`src/rtl/sdram_chk_pkg.sv`:
```
// Shared types for the SDRAM timing rule monitor: decoded command kinds
// and violation reason codes. The numeric reason values are visible at
// the top-level port, and their order sets the reporting priority.
package sdram_chk_pkg;

    typedef enum logic [2:0] {
        CMD_NOP = 3'd0,
        CMD_ACT = 3'd1,
        CMD_PRE = 3'd2,
        CMD_RD  = 3'd3,
        CMD_WR  = 3'd4
    } cmd_e;

    typedef enum logic [2:0] {
        RSN_NONE   = 3'd0,
        RSN_RCD    = 3'd1,
        RSN_RRD    = 3'd2,
        RSN_CCD    = 3'd3,
        RSN_RAS    = 3'd4,
        RSN_RP     = 3'd5,
        RSN_RC     = 3'd6,
        RSN_CLOSED = 3'd7
    } reason_e;

    // True for read or write.
    function automatic logic is_column(input cmd_e c);
        return (c == CMD_RD) || (c == CMD_WR);
    endfunction

endpackage

```
`src/rtl/sdram_rule_arbiter.sv`:
```
// Combinational rule evaluation for the command currently on the pins.
// It takes the selected bank's state and the bus-wide ages, tests every
// spacing rule, and returns the smallest failing reason code. The
// activate-to-column rule adds the additive latency to the measured gap.
module sdram_rule_arbiter
    import sdram_chk_pkg::*;
#(
    parameter int CNT_W = 6
) (
    input  cmd_e             cmd,
    input  logic             bank_open,
    input  logic [CNT_W-1:0] bank_since_act,
    input  logic [CNT_W-1:0] bank_since_pre,
    input  logic [CNT_W-1:0] any_since_act,
    input  logic             other_bank,
    input  logic [CNT_W-1:0] any_since_col,
    input  logic [CNT_W-1:0] t_rcd,
    input  logic [CNT_W-1:0] t_rrd,
    input  logic [CNT_W-1:0] t_ccd,
    input  logic [CNT_W-1:0] t_ras,
    input  logic [CNT_W-1:0] t_rp,
    input  logic [CNT_W-1:0] t_rc,
    input  logic [CNT_W-1:0] add_lat,
    output reason_e          reason
);

    localparam int SW = CNT_W + 1;

    logic          col, act, pre;
    logic [SW-1:0] eff_gap;
    logic          f_rcd, f_rrd, f_ccd, f_ras, f_rp, f_rc, f_closed;

    // Command class strobes.
    always_comb begin
        col = is_column(cmd);
        act = (cmd == CMD_ACT);
        pre = (cmd == CMD_PRE);
    end

    // Internal activate-to-column gap, widened so the sum cannot wrap.
    always_comb eff_gap = {1'b0, bank_since_act} + {1'b0, add_lat};

    // Individual rule tests.
    always_comb begin
        f_rcd    = col && bank_open && (eff_gap < {1'b0, t_rcd});
        f_rrd    = act && other_bank && (any_since_act < t_rrd);
        f_ccd    = col && (any_since_col < t_ccd);
        f_ras    = pre && bank_open && (bank_since_act < t_ras);
        f_rp     = act && (bank_since_pre < t_rp);
        f_rc     = act && (bank_since_act < t_rc);
        f_closed = (col || pre) && !bank_open;
    end

    // Lowest failing code wins.
    always_comb begin
        if      (f_rcd)    reason = RSN_RCD;
        else if (f_rrd)    reason = RSN_RRD;
        else if (f_ccd)    reason = RSN_CCD;
        else if (f_ras)    reason = RSN_RAS;
        else if (f_rp)     reason = RSN_RP;
        else if (f_rc)     reason = RSN_RC;
        else if (f_closed) reason = RSN_CLOSED;
        else               reason = RSN_NONE;
    end

endmodule

```
`config.mk`:
```
export PLATFORM = sky130hd
export DESIGN_NAME = sdram_rule_arbiter
export DESIGN_NICKNAME = d
export VERILOG_FILES = /design/src/rtl/sdram_chk_pkg.sv /design/src/rtl/sdram_rule_arbiter.sv
export SDC_FILE = /design/constraint.sdc
export NUM_CORES = 1
export LEC_CHECK = 0
export ABC_CLOCK_PERIOD_IN_PS = 2300
export BUFFER_PORTS_ARGS = -buffer_cell sky130_fd_sc_hd__buf_2
export CAP_MARGIN = 20
export CORE_MARGIN = 2
export CORE_UTILIZATION = 44
export DETAILED_ROUTE_END_ITERATION = 8
export PLACE_DENSITY_LB_ADDON = 0.15
export SLEW_MARGIN = 0
export SYNTH_ARGS = -nofsm -noshare
export SYNTH_HDL_FRONTEND = slang
export SYNTH_SLANG_ARGS = --single-unit
```
`constraint.sdc`:
```
create_clock -name vclk -period 2.3
set_input_delay 0 -clock vclk [all_inputs]
set_output_delay 0 -clock vclk [all_outputs]
set_load 0.02 [all_outputs]
```
==> results of run 1 <==
-- repair_timing --
item / in CTS / in global routing
gates cloned: 0 / 0
endpoints found under the setup margin: 2 / 2
hold endpoints to repair: 0 / 0
pin swaps: 2 / 4
resized for setup: 6 / 3
setup buffers: 0 / 2
-- Yosys cell counts (all sizes together) --
cell and number:
a41oi 2, o21a 3, a211oi 2, nor3b 2, nand2b 3, o211a 1, o21ai 5, fa 1
a2111oi 2, o2111ai 2, a21oi 9, xnor2 3, o21bai 2, ha 36, nor2 4, a311oi 1
o211ai 1, nor2b 3, nand2 5, a21o 9, xor2 1, nor3 2, or3b 1, and3 1
a221o 1, inv 33, a211o 2, nand4 2
-- routing by layer --
layer  share of wire (%)  wire [µm]  vias to the layer above
met1                  41       1150                      567
met5                   0          0                        -
met3                 5.9        167                        0
met2                  53       1500                       37
met4                   0          0                        0
li1                    -          -                      661
-- power breakdown --
| part | leakage, nW | switching, mW | internal (mW) |
|---|---|---|---|
| registers | 0 | 0 | 0 |
| logic | 0.982 | 0.148 | 0.168 |
| clock network | 0 | 0 | 0 |
| total | 0.982 | 0.148 | 0.168 |
-- kinds of logic after synthesis --
group,after synthesis,share of synthesized area [%]
buffers and inverters,33,11.6
adders and majority gates,37,44.0
xor gates and xnor gates,4,3.28
AOI/OAI and AO/OA,42,29.5
and+or+nand+nor,23,11.6
-- worst paths after layout --
check	startpoint	endpoint	cells past startpoint
max	bank_since_act[0]	reason[0]	13
min	bank_open	reason[0]	5
-- per-stage QoR --
step / area [µm²] / hold WS [ns]
CTS: 1530 / 0.522
global route: 1560 / 0.575
floorplan: 1070 / 0.310
detailed placement: 1510 / 0.526
global placement: 1510 / 0.523
finish: 1560 / 0.523
-- cell usage in the layout, fill, tap and decap left out, types with 3 or more instances in the layout --
master	count
a21oi_1	5
o21a_1	3
o21ai_0	4
a21o_1	8
inv_1	33
nand2_1	5
xnor2_1	3
buf_4	8
a21oi_2	4
nor2b_1	3
nand2b_1	3
buf_2	73
nor2_1	4
ha_1	35
-- final cells by class --
class | count | share of cell area [%]
well taps | 28 | 2.25
multi-input cells | 106 | 62.5
repair buffers | 81 | 27.3
inverters | 33 | 7.95
==> flow_summary.json, run 1 <==
{
  "hold_path_class": "in -> out",
  "critPathLaunchType": "input port",
  "ir_drop_mv": 0.146,
  "diodes": 0,
  "regArea_um2": 0,
  "grt_use_total_pct": 19.5,
  "grt_pass1_wl_mm": 4.35,
  "layout.cells.non_filler": 248,
  "rows": 17,
  "firstDrtPassIters": 4,
  "worst-path-buf-inv": 2,
  "ant_nets": 0,
  "grt_busiest_layer": "met2",
  "drt_wl_total_mm": 2.82,
  "p_per_area_mw_per_mm2": 203,
  "grt_pass1_vias": 1179,
  "finalSetupTns_ns": 0,
  "outcome": "completed",
  "finish.utilization_pct": 69.1,
  "rsz0062_at_grt": "true",
  "vias_per_cell": 5.10,
  "die_x_um": 53.3,
  "port_buffers": 74,
  "crit_path_end_kind": "primary output",
  "slew_viol_final": 0,
  "drtIter0Drc": 5,
  "grt_overflow_total": 0,
  "slowest_delay_ns": 0.34,
  "avgSynthCellArea_um2": 7.69,
  "finalSetupViolCount": 0,
  "yosysSeqAreaShare_pct": 0,
  "finalNetCount": 330,
  "fp.dieArea_mm2": 0.00284,
  "hold_viol": 0,
  "worstPathCellList": "buf_2 -> ha_2 -> fa_2 -> a21o_1 -> a21oi_2 -> xnor2_1 -> ha_1 -> a21o_1 -> nand2_1 -> o2111ai_1 -> a41oi_2 -> o21bai_1 -> buf_4",
  "ios": 74,
  "n_clock_buffer": 0,
  "maxCapViolCount": 0,
  "critPathArrivalTime_ns": 2.30,
  "synth_top_area_share_pct": 42.2,
  "multi_input_comb_area_um2": 975,
  "crit_fanout": 2,
  "cts_hold_buf": 0,
  "p_leak_nw": 0.982,
  "die_h_um": 53.3,
  "use_met3_pct": 0.847,
  "cpMaxStageDelayCell": "fa_2",
  "power_mw": 0.316,
  "vias": 1265,
  "place_inst": 246,
  "critical_path_class": "in -> out",
  "use_met2_pct": 40.7,
  "synth_fp_nets": 247,
  "relSlewSlack_pct": 74.9,
  "initial_utilization_pct": 47.4,
  "netlist_instances": 139,
  "synth_cell_type_count": 32,
  "place.gp.congestion": 0.743,
  "yosys_warnings": 0,
  "grt_max_degree": 5,
  "drc": 0,
  "core_area_mm2": 0.00225,
  "preCtsSetupSlack_ns": -0.163,
  "crit_family": "compound AO/OA/AOI/OAI gates",
  "synth_largest_area_cell": "ha_1",
  "design.seq.count": 0,
  "antenna_found_initial": 0,
  "dp_hpwl_mm": 2.51,
  "critPathMostFrequentCell": "a21o_1",
  "cp.required_ns": 2.30,
  "min_period_ns": 2.30,
  "syn_area_mm2": 0.00107,
  "synth.area.top_cells": "ha_1 42%, inv_1 12%, a21o_1 5.6%",
  "gr-usage-met1_pct": 21.7,
  "drt-wirelength-per-cell_um": 11.4,
  "drive_above_1_share_pct": 41.8,
  "finalCritPeriodShare_pct": 99.8,
  "syn2layout_area_growth_pct": 45.9,
  "worst_slew_pin_slew_ns": 0.368,
  "clock.fmax_mhz": 436,
  "fill_cells": 199,
  "worst_slack_ns": 0.00401
}
(Power assumes the default switching activity.)
==> run 2: changes to the inputs <==
--- a/config.mk
+++ b/config.mk
@@ -8,7 +8,6 @@
 export ABC_CLOCK_PERIOD_IN_PS = 2300
 export BUFFER_PORTS_ARGS = -buffer_cell sky130_fd_sc_hd__buf_2
 export CAP_MARGIN = 20
-export CORE_MARGIN = 2
 export CORE_UTILIZATION = 44
 export DETAILED_ROUTE_END_ITERATION = 8
 export PLACE_DENSITY_LB_ADDON = 0.15
==> run 2 against run 1 <==
  * Non-clock buffer count fell by 2
  * Worst setup slack improved by 0.052 ns
  * Sequential cell count unchanged
  * Critical path type unchanged
  * Highest routed layer unchanged
  * Fmax rose by 2.3%
  * Global-route usage up 1.3 points
==> flow_summary.json, run 2 (synthesis results as in run 1) <==
{
  "grt_pass1_vias": 1137,
  "fp.dieArea_mm2": 0.00263,
  "slowest_delay_ns": 0.36,
  "design.seq.count": 0,
  "crit_family": "compound AO/OA/AOI/OAI gates",
  "relSlewSlack_pct": 76.9,
  "ios": 74,
  "critPathMostFrequentCell": "a21o_1",
  "finalCritPeriodShare_pct": 97.6,
  "outcome": "completed",
  "hold_path_class": "in -> out",
  "drt-wirelength-per-cell_um": 11.3,
  "maxCapViolCount": 0,
  "slew_viol_final": 0,
  "mostFrequentLayoutCells": "71 x buf_2, 34 x ha_1, 33 x inv_1",
  "clock.fmax_mhz": 446,
  "vias_per_cell": 5.10,
  "cts_setup_buffers": 0,
  "drtIter0Drc": 12,
  "ant_nets": 0,
  "place_inst": 246,
  "worstPathCellList": "buf_6 -> ha_4 -> fa_2 -> a21o_1 -> a21oi_2 -> xnor2_1 -> ha_1 -> a21o_1 -> nand2_1 -> o2111ai_2 -> a41oi_2 -> o21bai_1 -> buf_4",
  "worst_slew_pin_slew_ns": 0.337,
  "grt_pass1_wl_mm": 4.37,
  "cpMaxStageDelayCell": "fa_2",
  "place.gp.congestion": 0.810,
  "grt_max_degree": 5,
  "cts_hold_buf": 0,
  "seqPwrFrac_pct": 0,
  "finalSetupTns_ns": 0,
  "port_buffers": 74,
  "cp.required_ns": 2.30,
  "placed_cell_area_mm2": 0.00151,
  "grt_use_total_pct": 20.8,
  "regArea_um2": 0,
  "grt_overflow_total": 0,
  "finalNetCount": 328,
  "crit_fanout": 2,
  "diodes": 0,
  "p_leak_nw": 0.979,
  "combPwrFrac_pct": 100.0,
  "ir_drop_mv": 0.148,
  "drc": 0,
  "p_sw_mw": 0.151,
  "dp_hpwl_mm": 2.47,
  "critical_path_class": "in -> out",
  "finalSetupViolCount": 0,
  "antenna_found_initial": 0,
  "critPathLaunchType": "input port",
  "finish.utilization_pct": 70.4,
  "crit_path_end_kind": "primary output",
  "worst-path-buf-inv": 2,
  "syn2layout_area_growth_pct": 48.6,
  "die_h_um": 51.3,
  "hold_viol": 0,
  "die_x_um": 51.3,
  "mostFrequentLayoutCell": "buf_2",
  "initial_utilization_pct": 47.4,
  "critPathArrivalTime_ns": 2.24,
  "switching_share_pct": 47.6,
  "rows": 17,
  "internal-power_mw": 0.166,
  "firstDrtPassIters": 4,
  "core_area_mm2": 0.00225,
  "fill_cells": 185,
  "n_clock_buffer": 0,
  "clockPowerShare_pct": 0,
  "design_area_mm2": 0.00159,
  "min_period_ns": 2.24,
  "drt_wl_total_mm": 2.78,
  "p_per_area_mw_per_mm2": 199,
  "layout.cells.non_filler": 246,
  "drive_above_1_share_pct": 42.2,
  "vias": 1255
}
run 2: cell types whose count changed in the layout (fill, tap and decap cells not counted), sizes merged:
cell  change
buf       -2
run 2: layout make-up:
class                           instances  area, µm²  area share (%)
Multi-Input combinational cell        106       1010            63.4
Inverter                               33        124            7.80
Tap cell                               28       35.0            2.21
Timing Repair Buffer                   79        423            26.6
run 2: metrics by stage:
stage	setup slack (ns)	hold WS [ns]	total power, mW
final	0.0556	0.520	0.317
after global routing	-0.0223	0.565	0.357
after CTS	0.0121	0.525	0.304
after detailed placement	-0.146	0.536	0.289
after global placement	-0.0666	0.529	0.272
after floorplan	0.233	0.310	0.170
run 2: path summary, 6_finish.rpt:
path	cells after the start	start	slack [ns]	to
worst max-delay path	13	bank_since_act[0]	0.06	reason[0]
worst min-delay path	5	bank_open	0.52	reason[0]
run 2: timing repair:
| item | 4_1_cts | 5_1_grt |
|---|---|---|
| setup endpoints to repair | 2 | 2 |
| cloned | 0 | 0 |
| resized for setup | 7 | 9 |
| pin swaps | 3 | 11 |
run 2: power by group through the flow:
stage / sequential [mW] / clock [mW] / combinational [mW]
3_3_place_gp: 0 / 0 / 0.272
5_1_grt: 0 / 0 / 0.357
6_report: 0 / 0 / 0.317
3_5_place_dp: 0 / 0 / 0.289
2_1_floorplan: 0 / 0 / 0.170
4_1_cts: 0 / 0 / 0.304
run 2: metal layers:
layer	vias up	wire, µm	global-route usage, %
met5	-	0	0
met4	0	0	1.80
met3	0	166	2.08
met2	37	1440	42.3
met1	564	1180	23.4
li1	654	-	-
run 2: worst min-delay path, stage by stage:
cell and delay (ns):
buf_2 0.11, nor2_1 0.09, nor3_1 0.06, o21bai_1 0.13, buf_4 0.14
